--- config.mk ---
export PLATFORM = sky130hd
export DESIGN_NAME = gpio_wake_bank
export DESIGN_NICKNAME = d
export VERILOG_FILES = /design/src/rtl/gpio_wake_bank.sv
export SDC_FILE = /design/constraint.sdc
export NUM_CORES = 1
export LEC_CHECK = 0
export ABC_AREA = 1
export ABC_CLOCK_PERIOD_IN_PS = 900
export BUFFER_PORTS_ARGS = -buffer_cell sky130_fd_sc_hd__buf_2
export CORE_ASPECT_RATIO = 0.75
export CORE_MARGIN = 2
export CORE_UTILIZATION = 45
export CTS_BUF_LIST = sky130_fd_sc_hd__clkbuf_8
export CTS_CLUSTER_SIZE = 20
export DETAILED_ROUTE_END_ITERATION = 6
export HOLD_SLACK_MARGIN = 0.1
export PLACE_DENSITY = 0.77
export SYNTH_ARGS = -nofsm -noshare
export SYNTH_HDL_FRONTEND = slang
export SYNTH_SLANG_ARGS = --single-unit
--- constraint.sdc ---
create_clock -name clk -period 0.9 [get_ports clk]
set_clock_uncertainty 0.15 [all_clocks]
set_input_delay 0.045 -clock clk [delete_from_list [all_inputs] [get_ports clk]]
set_output_delay 0.045 -clock clk [all_outputs]
set_load 0.01 [all_outputs]
--- src/rtl/gpio_wake_bank.sv ---
module gpio_wake_bank #(
  parameter int NPIN = 8
) (
  input  logic            clk,
  input  logic            rst_n,
  input  logic            reg_we,
  input  logic [2:0]      reg_addr,
  input  logic [NPIN-1:0] reg_wdata,
  output logic [NPIN-1:0] reg_rdata,
  input  logic [NPIN-1:0] pad_in,
  output logic [NPIN-1:0] pad_out,
  output logic [NPIN-1:0] pad_oe,
  output logic            wake
);
  localparam logic [2:0] A_DIR = 3'd0, A_DRV = 3'd1, A_LATCH = 3'd2,
                         A_WEN = 3'd3, A_DATA = 3'd4;

  logic [NPIN-1:0] dir_q, odrv_q, latch_q, wen_q, dout_q, stat_q;
  logic [NPIN-1:0] sync1_q, sync2_q, clr_mask;

  assign clr_mask = (reg_we && reg_addr == A_DATA) ? ~reg_wdata : '0;

  always_ff @(posedge clk or negedge rst_n) begin
    if (!rst_n) begin
      dir_q   <= '1;
      odrv_q  <= '0;
      latch_q <= '0;
      wen_q   <= '0;
      dout_q  <= '0;
    end else if (reg_we) begin
      case (reg_addr)
        A_DIR:   dir_q   <= reg_wdata;
        A_DRV:   odrv_q  <= reg_wdata;
        A_LATCH: latch_q <= reg_wdata;
        A_WEN:   wen_q   <= reg_wdata;
        A_DATA:  dout_q  <= reg_wdata;
        default: ;
      endcase
    end
  end

  always_ff @(posedge clk or negedge rst_n) begin
    if (!rst_n) begin
      sync1_q <= '0;
      sync2_q <= '0;
      stat_q  <= '0;
    end else begin
      sync1_q <= pad_in;
      sync2_q <= sync1_q;
      stat_q  <= (latch_q & ((stat_q & ~clr_mask) | sync2_q)) | (~latch_q & sync2_q);
    end
  end

  always_comb begin
    case (reg_addr)
      A_DIR:   reg_rdata = dir_q;
      A_DRV:   reg_rdata = odrv_q;
      A_LATCH: reg_rdata = latch_q;
      A_WEN:   reg_rdata = wen_q;
      A_DATA:  reg_rdata = stat_q;
      default: reg_rdata = '0;
    endcase
  end

  assign pad_out = dout_q & ~odrv_q;
  assign pad_oe  = ~dir_q & ~(odrv_q & dout_q);
  assign wake    = |(stat_q & wen_q);
endmodule

# ---- Word-level counts from Yosys, hierarchy flattened
# Index checks and enable logic that the tools add are counted.
dict set report word_totals {
  ff_bits 64
}
dict set report op_classes {
  eq_ne 4
  muxes 2
  bitwise_logic 15
  n_reduce_logical 8
}
# op count
set ops {}
lappend ops {{AND 8 bit} 7}
lappend ops {{inverter 8 bit} 6}
lappend ops {{one-hot mux 8 bit (5 select lines)} 1}
lappend ops {{bitwise OR 8 bit} 2}
lappend ops {{AND reduction 2 bit} 5}
lappend ops {{two-way mux 8 bit} 1}
lappend ops {{OR reduction 8 bit} 1}
lappend ops {{== test 3 x 2 -> 1 bit, second input constant} 2}
lappend ops {{== test 3 x 1 -> 1 bit, second input constant} 1}
lappend ops {{== test 3 bit, second input constant} 1}
lappend ops {{zero test 3 bit} 1}
lappend ops {{logical AND 1 bit} 1}

# ---- Longest topological paths before layout
dict set report depth {
  ltp_word 8
  depth_mapped 7
  mapped_depth_nobuf 6
}

# ---- Worst setup path before layout
# OpenSTA, ideal clock, no wires.
dict set report synth_timing {
  kind {input to register}
  from {input port reg_addr[1]}
  to {register stat_q[5]}
  arrival_ns 0.811
  setup_slack_ns -0.185
  cell_stages 6
  n_path_buf 2
  cell_sequence {buf_6 -> nor2_4 -> nand3_4 -> buf_6 -> nor2_1 -> o21bai_1}
}
dict set report synth_between {
  elab_chain_cells 8
}
# element line_no
set synth_rtl {}
lappend synth_rtl {{start: declaration} 7} ;# input logic [2:0] reg_addr,
lappend synth_rtl {{== test 3 bit} 21} ;# assign clr_mask = (reg_we && reg_addr == A_DATA) ? ~reg_wdata : '0;
lappend synth_rtl {{logical AND 1 bit} 21}
lappend synth_rtl {{two-way mux 8 bit} 21}
lappend synth_rtl {{inverter 8 bit} 50} ;# stat_q <= (latch_q & ((stat_q & ~clr_mask) | sync2_q)) | (~latch_q & sync2_q);
lappend synth_rtl {{AND 8 bit} 50}
lappend synth_rtl {{bitwise OR 8 bit} 50}
lappend synth_rtl {{AND 8 bit} 50}
lappend synth_rtl {{bitwise OR 8 bit} 50}
lappend synth_rtl {{end signal: assignment} 50}
lappend synth_rtl {{end: declaration} 18} ;# logic [NPIN-1:0] dir_q, odrv_q, latch_q, wen_q, dout_q, stat_q;
# Every way passes these cells.
# A chain may end at the register's enable or synchronous reset.

# ---- Worst setup path in the final report
dict set report layout_timing {
  from {register dir_q[1]}
  to {output port reg_rdata[1]}
}
dict set report layout_between {
  elab_chain_cells 1
}
# element line_no
set layout_rtl {}
lappend layout_rtl {{start: declaration} 18}
lappend layout_rtl {{start signal: assignment} 32} ;# A_DIR: dir_q <= reg_wdata;
lappend layout_rtl {{one-hot mux 8 bit (5 select lines)} 55} ;# case (reg_addr)
lappend layout_rtl {{end: declaration} 9} ;# output logic [NPIN-1:0] reg_rdata,
# Every way passes these cells.

==> run_results.csv <==
group,metric,value,unit
yosys,yosysUniqueCellTypes,23,
yosys,synth_xor_area_frac,0,
layout,final_nets,472,
worst_setup_path,crit_top_cell,"nand2_1",
clock_network,clock_latency,0.34,ns
global_route,antenna_found_initial,0,
outcome,violations,"hold timing, setup timing",
yosys,synth_seq_cells,64,
worst_setup_path,crit_buf_inv,1,
pwr,power.density,2000,mW/mm^2
clock_network,clk_path_buf_depth,2,
yosys,synthFlopType,"dfrtp_1",
yosys,synth_compound_area_frac,0.116,
worst_setup_path,r2r-start,"odrv_q[5]",
yosys,synth_edf_count,0,
clock_network,cts_max_level,3,
global_route,grt_pass1_wl,12200,um
floorplanning,core_area,0.00622,sq mm
sta,worst_pin_slew,0.383,ns
clock_network,cts_tree,"yes",
pwr,p_leak,2.18,nW
clock_network,cts-root-buf,"clkbuf_8",
worst_setup_path,cp_top_family,"flip-flops",
worst_hold_path,worstHoldStart,"reg_we",
sta,timing.hold.ws,-0.00861,ns
floorplanning,initial_core_util,0.459,
route,drt_wl_total,8120,um
layout,stdcell_count,536,
worst_hold_path,hp-class,"in2reg",
layout,diodes,0,
worst_setup_path,startpoint_type,"register",
sta,fin_crit_sh,1.70,
yosys,synth_top_area_cell,"dfrtp_1",
yosys,synth_top_family_by_area,"simple AND/OR/NAND/NOR gates",
yosys,synth_area_per_cell,8.93,sq um
layout,final_cell_area,0.00438,sq mm
worst_setup_path,end_kind,"output pin",
global_route,grt.total_usage,0.233,
placement,dp.cells,487,
global_route,grt_max_degree,65,
route,vias_per_cell,5.22,
route,wire_per_inst,15.1,um
route,first_pass_iters,5,
worst_setup_path,slowest_delay,0.55,ns
placement,port_buffers,46,
route,ant_nets,0,
yosys,synthTopCellsByCount,"nand2_1, dfrtp_1, nor2_1",
floorplanning,floorplan.die_area,0.00701,sq mm
worst_setup_path,cp.arrival,1.33,ns
yosys,yosys.cell_count.top_type,"nand2_1",
yosys,async_flop_share,1.00,
sta,min_period,1.53,ns
route,drc,0,
pwr,ir_worst_vdd,1320,uV
placement,post_dp_cell_area,0.00355,sq mm
sta,setup_slack,-0.630,ns
yosys,yosys_warnings,0,
sta,rsz0062_at_grt,"true",
floorplanning,ios,47,
job,drv_cap,0,
route,vias,2796,
pwr,power_switching,2.55,mW
pwr,p_comb_frac,0.279,
yosys,synth-simple-area-share,0.255,
yosys,synth-seq-area-share,0.564,
sta,slew_headroom,0.744,
sta,hold_viol,1,
floorplanning,die-width,96,um
clock_network,clk_pin_slew,0.07,ns
layout,syn_to_final_growth,53.2,%
layout,layout-drive-gt1-share,0.440,
pwr,power.total,8.74,mW
worst_setup_path,startpoint,"dir_q[1]",
placement,place_ws,-0.381,ns
floorplanning,rows,25,
sta,finalSetupViolCount,38,
worst_setup_path,slowest_stage,"dfstp_2",
clock_network,cts_sinks,64,
clock_network,cts_hold_buf,17,
yosys,synth.area.top_cells,"dfrtp_1, nand2_1, dfstp_2",
route,drtIter0Drc,194,
worst_setup_path,worstSetupPathType,"reg2out",
placement,place_congestion,0.877,
sta,slew_viol_final,0,
yosys,syn_area,0.00286,sq mm
yosys,muxShareOfSynthArea,0,
yosys,synthCells,320,
pwr,pwr-share-seq,0.420,
worst_setup_path,crit_required,0.70,ns
global_route,grt_overflow,0,
outcome,status,"complete, but fails checks",
clock_network,cts_buffers,9,
pwr,switching_share,0.292,
pwr,power.internal,6.19,mW
yosys,synth_nets,342,
sta,max_freq,0.654,GHz
worst_setup_path,crit_chain,"nand3_2 > nand2_1 > nor2_1 > nand2_1 > buf_2",
yosys,synthAdderAreaFrac,0,
global_route,grt_pass1_vias,2637,
floorplanning,die_h,73,um
yosys,synth_top_area_share,0.491,
worst_setup_path,critPathMaxFanout,2,
pwr,clkPwrFrac,0.301,
placement,dp_hpwl,4810,um
## state kept, by name (all words and copies together), names as in the netlist
name	count
stat_q	8
sync1_q	8
sync2_q	8
dout_q	8
odrv_q	8
wen_q	8
latch_q	8
dir_q	8
## per-stage QoR
stage | TNS (ns) | utilization
final | -12.70 | 0.703
after floorplan | -3.09 | -
after detailed placement | -15.96 | 0.570
after global routing | -14.48 | 0.703
after CTS | -12.54 | 0.661
after global placement | -14.16 | 0.570
## power by group through the flow
stage                     sequential (mW)  clock (mW)  combinational (mW)
after floorplan                      3.61           0               0.892
after global placement               3.62           0                1.78
after detailed placement             3.65           0                1.81
after CTS                            3.64        2.68                2.13
after global routing                 3.71        2.80                2.67
final                                3.67        2.63                2.44
## area by class of cell
type,count,area [sq um]
sequential,64,1610
inverter,32,120
tap,81,101
fill,442,1850
clock inverter,3,38.8
clock buffer,13,179
multi-input combinational,216,1250
timing repair buffer,127,1070
## timing repair
| action | in CTS | in global routing |
|---|---|---|
| endpoints found under the setup margin | 52 | 62 |
| resized for setup | 42 | 54 |
| hold endpoints to repair | 120 | 16 |
| buffers inserted | 10 | 21 |
| cloned | 0 | 1 |
| pin swaps | 25 | 18 |
## layout by cell type, fill, tap and decap left out, types with 2 or more instances in the layout
master / n
dlygate4sd3_1: 17
clkbuf_8: 13
inv_1: 28
o21ai_2: 18
buf_4: 28
buf_12: 4
o21ai_1: 14
o21bai_1: 8
dfstp_2: 8
nand3_4: 2
inv_2: 5
a21oi_1: 9
a21oi_2: 7
nand3_1: 20
nor2_4: 6
nand2_1: 66
dfrtp_1: 55
nor2_1: 26
nand2_4: 5
nand3_2: 3
nand4_1: 12
nor2_2: 2
nand2_2: 15
buf_6: 35
buf_2: 43
## path summary, 6_finish.rpt
kind | endpoint | slack [ns] | cells after the start
min | odrv_q[7] | -0.009 | 4
min in group asynchronous | sync2_q[7] | 0.10 | 3
max | reg_rdata[1] | -0.63 | 5
max reg2reg | odrv_q[5] | -0.23 | 5
max in group asynchronous | dir_q[5] | 0.18 | 3
min reg2reg | sync2_q[5] | 0.20 | 0
## routing by layer
layer,global-route usage,vias to the layer above,routed length (um)
li1,-,1303,-
met1,0.319,1359,3520
met2,0.360,116,3840
met3,0.0682,18,585
met4,0.0730,0,175
met5,0,-,0
## cell families after synthesis
group                  Yosys count
AO/OA/AOI/OAI                   56
AND/OR/NAND/NOR                159
flip-flops                      64
buffers and inverters           41
## tightest hold or removal path, stage by stage
cell,delay (ns)
buf_2,0.16
nand3_4,0.13
nand2_1,0.07
o21ai_2,0.05
Note: power is estimated with default switching activity, not from simulation.
